[config.mk]
export PLATFORM = sky130hd
export DESIGN_NAME = exc_flush_ctrl
export DESIGN_NICKNAME = d
export VERILOG_FILES = /design/src/rtl/exc_pkg.sv /design/src/rtl/exc_pc_select.sv /design/src/rtl/exc_bubble_gate.sv /design/src/rtl/exc_epc_reg.sv /design/src/rtl/exc_flush_ctrl.sv
export SDC_FILE = /design/constraint.sdc
export NUM_CORES = 1
export LEC_CHECK = 0
export BUFFER_PORTS_ARGS = -buffer_cell sky130_fd_sc_hd__buf_4
export CAP_MARGIN = 20
export CORE_AREA = 2 2 116 118
export DETAILED_ROUTE_END_ITERATION = 8
export DIE_AREA = 0 0 118 120
export PLACE_DENSITY = 0.57
export REMOVE_ABC_BUFFERS = 1
export SYNTH_ARGS = -nofsm -noshare
export SYNTH_HDL_FRONTEND = slang
export SYNTH_SLANG_ARGS = --single-unit
[constraint.sdc]
create_clock -name clk -period 2.15 [get_ports clk]
set_clock_uncertainty 0.2 [all_clocks]
set_input_delay 0.3225 -clock clk [delete_from_list [all_inputs] [get_ports clk]]
set_output_delay 0.3225 -clock clk [all_outputs]
set_load 0.01 [all_outputs]
[src/rtl/exc_pkg.sv]
package exc_pkg;
  typedef enum logic [1:0] {
    PCS_SEQ = 2'b00,
    PCS_BR  = 2'b01,
    PCS_EXC = 2'b10
  } pc_src_e;

  localparam int unsigned INSN_BYTES = 4;
endpackage

[src/rtl/exc_pc_select.sv]
module exc_pc_select
  import exc_pkg::*;
#(
  parameter int unsigned  XLEN        = 32,
  parameter logic [XLEN-1:0] HANDLER_VEC = 32'h8000_0180
) (
  input  logic            ovf,
  input  logic            br_taken,
  input  logic            stall,
  input  logic [XLEN-1:0] pc,
  input  logic [XLEN-1:0] br_target,
  output logic [1:0]      sel,
  output logic [XLEN-1:0] pc_seq,
  output logic [XLEN-1:0] pc_next,
  output logic            pc_we,
  output logic            br_eff
);
  localparam logic [XLEN-1:0] STEP = XLEN'(INSN_BYTES);

  // A branch is honoured only when the stage holding it is not stalled.
  assign br_eff = br_taken & ~stall;
  assign pc_seq = pc + STEP;

  // Exception wins over branch.
  always_comb begin
    if (ovf)         sel = PCS_EXC;
    else if (br_eff) sel = PCS_BR;
    else             sel = PCS_SEQ;
  end

  // Four-way multiplexer; the spare code aliases onto the vector.
  always_comb begin
    case (sel)
      2'b00:   pc_next = pc_seq;
      2'b01:   pc_next = br_target;
      default: pc_next = HANDLER_VEC;
    endcase
  end

  assign pc_we = ovf | ~stall;
endmodule

[src/rtl/exc_bubble_gate.sv]
module exc_bubble_gate #(
  parameter int unsigned W = 8
) (
  input  logic         kill,
  input  logic [W-1:0] d,
  output logic [W-1:0] q
);
  assign q = kill ? '0 : d;
endmodule

[src/rtl/exc_epc_reg.sv]
module exc_epc_reg #(
  parameter int unsigned XLEN = 32
) (
  input  logic            clk,
  input  logic            rst_n,
  input  logic            capture,
  input  logic [XLEN-1:0] ret_addr,
  output logic [XLEN-1:0] epc
);
  always_ff @(posedge clk or negedge rst_n) begin
    if (!rst_n)       epc <= '0;
    else if (capture) epc <= ret_addr;
  end

  AST_EPC_LOAD: assert property (@(posedge clk) disable iff (!rst_n)
    capture |=> epc == $past(ret_addr));
  AST_EPC_HOLD: assert property (@(posedge clk) disable iff (!rst_n)
    !capture |=> $stable(epc));
endmodule

[src/rtl/exc_flush_ctrl.sv]
module exc_flush_ctrl
  import exc_pkg::*;
#(
  parameter int unsigned     XLEN        = 32,
  parameter int unsigned     IDEX_CW     = 10,
  parameter int unsigned     EXMEM_CW    = 5,
  parameter logic [XLEN-1:0] HANDLER_VEC = 32'h8000_0180
) (
  input  logic                clk,
  input  logic                rst_n,
  input  logic                ex_ovf_i,
  input  logic                br_taken_i,
  input  logic                hz_stall_i,
  input  logic [XLEN-1:0]     pc_i,
  input  logic [XLEN-1:0]     br_target_i,
  input  logic [XLEN-1:0]     ex_pc4_i,
  input  logic [XLEN-1:0]     fetch_instr_i,
  input  logic [IDEX_CW-1:0]  dec_ctrl_i,
  input  logic [EXMEM_CW-1:0] ex_ctrl_i,
  output logic                if_flush_o,
  output logic                id_flush_o,
  output logic                ex_flush_o,
  output logic [1:0]          pc_sel_o,
  output logic [XLEN-1:0]     pc_next_o,
  output logic                pc_we_o,
  output logic                ifid_we_o,
  output logic [XLEN-1:0]     ifid_instr_o,
  output logic [XLEN-1:0]     ifid_pc4_o,
  output logic [IDEX_CW-1:0]  idex_ctrl_o,
  output logic [EXMEM_CW-1:0] exmem_ctrl_o,
  output logic [XLEN-1:0]     epc_o
);
  localparam int unsigned IFID_W = 2 * XLEN;

  logic            br_eff;
  logic [XLEN-1:0] pc_seq;
  logic [IFID_W-1:0] ifid_q;

  exc_pc_select #(.XLEN(XLEN), .HANDLER_VEC(HANDLER_VEC)) u_sel (
    .ovf(ex_ovf_i), .br_taken(br_taken_i), .stall(hz_stall_i),
    .pc(pc_i), .br_target(br_target_i), .sel(pc_sel_o),
    .pc_seq(pc_seq), .pc_next(pc_next_o), .pc_we(pc_we_o), .br_eff(br_eff)
  );

  // Flush lines: fetch on exception or redirecting branch, decode on
  // exception or stall, execute only on exception.
  assign if_flush_o = ex_ovf_i | br_eff;
  assign id_flush_o = ex_ovf_i | hz_stall_i;
  assign ex_flush_o = ex_ovf_i;
  assign ifid_we_o  = pc_we_o;

  // Fetch/decode carries no control bits, so the whole payload is cleared.
  exc_bubble_gate #(.W(IFID_W)) u_ifid (
    .kill(if_flush_o), .d({fetch_instr_i, pc_seq}), .q(ifid_q)
  );
  assign ifid_instr_o = ifid_q[IFID_W-1:XLEN];
  assign ifid_pc4_o   = ifid_q[XLEN-1:0];

  exc_bubble_gate #(.W(IDEX_CW)) u_idex (
    .kill(id_flush_o), .d(dec_ctrl_i), .q(idex_ctrl_o)
  );
  exc_bubble_gate #(.W(EXMEM_CW)) u_exmem (
    .kill(ex_flush_o), .d(ex_ctrl_i), .q(exmem_ctrl_o)
  );

  exc_epc_reg #(.XLEN(XLEN)) u_epc (
    .clk(clk), .rst_n(rst_n), .capture(ex_ovf_i),
    .ret_addr(ex_pc4_i), .epc(epc_o)
  );

  AST_EXC_VECTOR: assert property (@(posedge clk) disable iff (!rst_n)
    ex_ovf_i |-> (pc_next_o == HANDLER_VEC && pc_we_o));
  AST_BRANCH_KEEPS_EX: assert property (@(posedge clk) disable iff (!rst_n)
    (br_taken_i && !ex_ovf_i) |-> (exmem_ctrl_o == ex_ctrl_i));
  AST_FAULT_KILLED: assert property (@(posedge clk) disable iff (!rst_n)
    ex_ovf_i |-> (exmem_ctrl_o == '0 && idex_ctrl_o == '0 && ifid_instr_o == '0));
  AST_STALL_FREEZE: assert property (@(posedge clk) disable iff (!rst_n)
    (hz_stall_i && !ex_ovf_i) |-> (!pc_we_o && !ifid_we_o && pc_sel_o == 2'b00));
  AST_SEL_LEGAL: assert property (@(posedge clk) disable iff (!rst_n)
    pc_sel_o != 2'b11 && $countones(pc_sel_o) <= 1);
endmodule

# ---- After elaboration in Yosys (flattened, before gate mapping)
# Cells that the tools add are included.
dict set report word_totals {
  memories 0
  latch_bits 0
  ff_bits 32
  inputBits 148
  mem_bits_ro 0
  elab_cells 15
  ram_bits 0
  output_inout_bits 150
}
dict set report op_classes {
  eq_ne 1
  n_reduce_logical 1
  n_mux 6
  n_mul 0
  shift 0
  n_div 0
  n_bitwise 5
  magnitude_cmp 0
  addsub 1
}
# operator count
set op_table {}
lappend op_table {{64-bit two-way mux} 1}
lappend op_table {{32-bit case mux with 2 select lines} 1}
lappend op_table {{32-bit by 3-bit adder with 32-bit output (second input constant)} 1}
lappend op_table {{10-bit two-way mux} 1}
lappend op_table {{5-bit two-way mux} 1}
lappend op_table {{1-bit bitwise OR} 3}
lappend op_table {{2-bit by 1-bit equality test with 1-bit output (second input constant)} 1}
lappend op_table {{2-bit zero test} 1}
lappend op_table {{2-bit two-way mux} 1}
lappend op_table {{1-bit bitwise AND} 1}
lappend op_table {{1-bit two-way mux} 1}
lappend op_table {{1-bit NOT} 1}

# ---- Depth between registers and ports, before layout
dict set report depth {
  ltp_word 6
  mapped_depth 7
  mapped_depth_nobuf 6
}

# ---- Hierarchy
# Synthesis repeated with hierarchy kept, for this count alone.
dict set report unflattened {
  hier_cells 373
  hier_area_um2 3316.9
}
# mod n_inst cells_per_inst area_per_inst_um2
set by_module_without_submodules {}
lappend by_module_without_submodules {exc_epc_reg 1 68 1345.0}
lappend by_module_without_submodules {exc_pc_select 1 215 1213.7}
lappend by_module_without_submodules {{exc_bubble_gate at u_ifid} 1 71 636.9}
lappend by_module_without_submodules {{exc_bubble_gate at u_idex} 1 10 62.6}
lappend by_module_without_submodules {{exc_bubble_gate at u_exmem} 1 5 31.3}
lappend by_module_without_submodules {exc_flush_ctrl 1 4 27.5}

# ---- Worst setup path after synthesis
# Ideal clock, no wire load.
dict set report synth_timing {
  path_type {input -> output}
  from {input pc_i[2]}
  to {output pc_next_o[26]}
  stages 7
  t_arrival_ns 1.646
  path_buffers 1
  setup_slack_ns -0.018
  cell_sequence {ha_1 > and3_1 > buf_4 > nand4_4 > nor4_1 > xnor2_1 > o21ai_0}
}
dict set report synth_via {
  elab_chain_cells 2
}
# item line_no
set synth_lines {}
lappend synth_lines {{start: declaration} exc_flush_ctrl.sv:14} ;# input logic [XLEN-1:0] pc_i,
lappend synth_lines {{32-bit by 3-bit adder with 32-bit output} exc_pc_select.sv:22} ;# assign pc_seq = pc + STEP;
lappend synth_lines {{32-bit case mux with 2 select lines} exc_pc_select.sv:33} ;# case (sel)
lappend synth_lines {{end: declaration} exc_flush_ctrl.sv:24} ;# output logic [XLEN-1:0] pc_next_o,
# No other way between the ends.

# ---- Worst setup path in the final report
dict set report layout_timing {
  from {input pc_i[22]}
  to {output pc_next_o[31]}
}
# The elaborated chain is that of the path after synthesis.

==> impl_results.md <==
- Largest area contributor in the netlist: dfrtp_1
- Share of the synthesized area in the top cell type: 30.52%
- Fmax achieved: 0.4588 GHz
- Core footprint: 12980 um^2
- Fillcell total: 1249
- Gate power share: 40.9%
- Failing checks: negative setup slack
- Post-synthesis sequential area ratio: 30.52%
- CP Max Fanout: 2
- Ant. Diodes: 0
- Synth cell count leaders: and2_1, dfrtp_1, mux2_2, nor2_1, nand2_1
- Setup crit end: pc_next_o[31]
- Vias in the first global route: 3479
- P per Cell Area: 419.4 nW/um^2
- Initial Utilization: 20.21%
- Switching part of the total power: 28.20%
- Number of synthesized flops with an enable pin: 0
- Clock buffer depth: 2
- Hold Startpoint: ex_pc4_i[1]
- Leakage: 2.949 nW
- PortBufs: 297
- DR pass1 iterations: 4
- Reg clk slew, reported paths: 0.05 ns
- Vias per cell: 4.246
- Die width: 118 um
- PnR worst setup slack: -0.02960 ns
- Endpoints failing setup: 2
- Share of cells above drive strength 1: 64.36%
- Top FF cell, synth: dfrtp_1
- Htree depth: 2
- Worst Setup SP: pc_i[22]
- Max cap viols: 0
- I/O pins: 298
- Worst vdd ir: 0.0005910 V
- Worst Reg-to-Reg Cells: 1
- Post-DP HPWL: 9.564 mm
- Skew-Pair Late Insertion Delay: 0.27 ns
- Crit path kind: primary input to primary output
- Sink Count: 32
- CTS tree: yes
- GRT Overall Usage: 15.27%
- Starting DRC count in detailed routing: 81
- FF/Latch Area: 800.8 um^2
- Reg2reg setup slack: 1.17 ns
- Async SR Flop Fraction: 100.0%
- Reg-to-reg endpoint: u_epc.epc[17]
- Yosys warns: 0
- Clock Tree Root: clkbuf_16
- Max reg flops: 32
- Placer's final routability congestion estimate: 0.8030
- Synth top area cells: dfrtp_1, mux2_2, and2_1, xor2_1, nor2_1
- Pins over their slew limit: 0
- CP arrival: 1.66 ns
- Largest regs: u_epc.epc (32)
- FF-to-FF Start: u_epc.epc[17]
- Final nets: 786
- Synth unique cells: 35
- Status: finished with violations
- Worst slew pin tran: 0.3948 ns
- Mapped cell area: 2624 um^2
- Total grt overflow: 0
- Routed WL: 11.54 mm
- Fin Setup TNS: -0.05652 ns
- Startpoint types: primary input
- WL/cell: 14.20 um
- Sw Pwr: 0.6780 mW
- Clock Power Share: 30.1%
- Multi-input logic area: 1892 um^2
- Critical Path End Type: primary output
- Hold WC Path Type: primary input to register
- Syn Area/Cell: 8.383 um^2
- Die ar.: 14160 um^2
- Slew headroom: 73.68%
- TritonCTS buffer count: 5
- Final period utilization: 101.4%
- Syn Inst Count: 313
- Most flops, register: u_epc.epc
- RSZ-0062 raised after global routing: true
- Die H: 120 um
- Int Power: 1.727 mW
- Critical Path RT: 1.63 ns
- Initial antenna violation count: 0
- Dpl cell area: 5290 um^2
- Synth-to-Final Area Change: 118.5%
- Drt drc: 0
- Final Cell Area: 5733 um^2
- ANT nets after route: 0
- Fin. Hold Viols: 0
- Period minus WS final: 2.180 ns
- First-pass GRT wire length: 17.68 mm
- Yosys reg bits: 32
- Vias: 3452
- Largest net degree at the start of global routing: 52
- Most numerous cell in the Yosys netlist: and2_1
- Sequential share of power: 29.0%
- FP Rows: 42
-- metal layers --
layer	wire, um	part of all wire [%]	global-route usage, %
met2	5752	50	27.33
met3	1082	9.4	5.133
met4	157	1.4	3.840
met5	0	0	0
met1	4553	39	17.46
-- area by class of cell --
class	instances	share of cell area, %
clock buffer	7	2.663
inverter	5	0.3274
multi-input combinational	253	33.00
sequential	32	13.97
tap	176	3.841
timing repair buffer	340	46.20
-- worst min-delay path by stage --
stage / end / slack [ns] / depth (start not counted)
6_report: u_epc.epc[1] / 0.08 / 2
5_1_grt: u_epc.epc[3] / 0.08 / 2
4_1_cts: u_epc.epc[28] / 0.08 / 2
3_5_place_dp: u_epc.epc[13] / 0.08 / 1
3_3_place_gp: u_epc.epc[31] / 0.08 / 1
2_1_floorplan: u_epc.epc[0] / -0.17 / 0
-- repair_timing --
action,in CTS,in global routing
hold endpoints to repair,32,0
pin swaps,22,12
buffers inserted,2,1
setup endpoints to repair,33,26
hold buffers,1,0
resized for setup,38,25
cloned,0,0
-- power by group through the flow --
stage | clock (mW) | combinational [mW] | sequential [mW]
after floorplan | 0 | 0.281 | 0.732
after global placement | 0 | 0.949 | 0.704
after detailed placement | 0 | 0.959 | 0.706
after CTS | 0.742 | 0.984 | 0.700
after global routing | 0.771 | 1.06 | 0.707
final | 0.723 | 0.984 | 0.698
-- cell usage in the layout (no fill, tap or decap), drive strengths merged --
cell type,synthesis,routed
or3,2,2
nand2b,1,1
dlygate4sd3,0,1
and3,6,6
inv,5,5
nand3,9,9
nor4,4,4
a21o,12,12
or4,1,1
xor2,14,14
xnor2,12,12
mux2,32,32
nor3,5,5
ha,1,1
and2,47,47
clkbuf,15,7
buf,8,339
dfrtp,32,32
nor2,32,32
a21oi,4,4
nor2b,5,5
nand4,11,11
o21ai,23,23
nand2,29,29
and4,3,3
-- kinds of logic after synthesis --
kind of cell             share of synthesized area [%]
buffers and inverters                            5.197
adder cells (fa/ha/maj)                         0.4768
AND/OR/NAND/NOR                                  32.67
AO/OA/AOI/OAI                                    8.727
flip-flops                                       30.52
multiplexers                                     13.73
XOR/XNOR                                         8.679
-- stage by stage --
stage	utilization, %	cells	hold slack, ns	total power [mW]	setup slack [ns]
finish	44.17	813	0.07819	2.405	-0.02960
floorplan	-	290	-0.1731	1.012	-1.172
detailed placement	40.76	802	0.08185	1.665	-0.1875
global placement	40.76	802	0.07608	1.653	-0.1874
global route	44.17	813	0.07594	2.537	-0.1258
CTS	43.36	812	0.07562	2.426	-0.05246
-- worst max-delay path, stage by stage --
cell and delay (ns):
buf_6 0.08, nand3_4 0.06, or4_4 0.57, nor4_4 0.23, xnor2_2 0.17, a21oi_2 0.07
buf_4 0.15
Note: power is estimated with default switching activity, not from simulation.
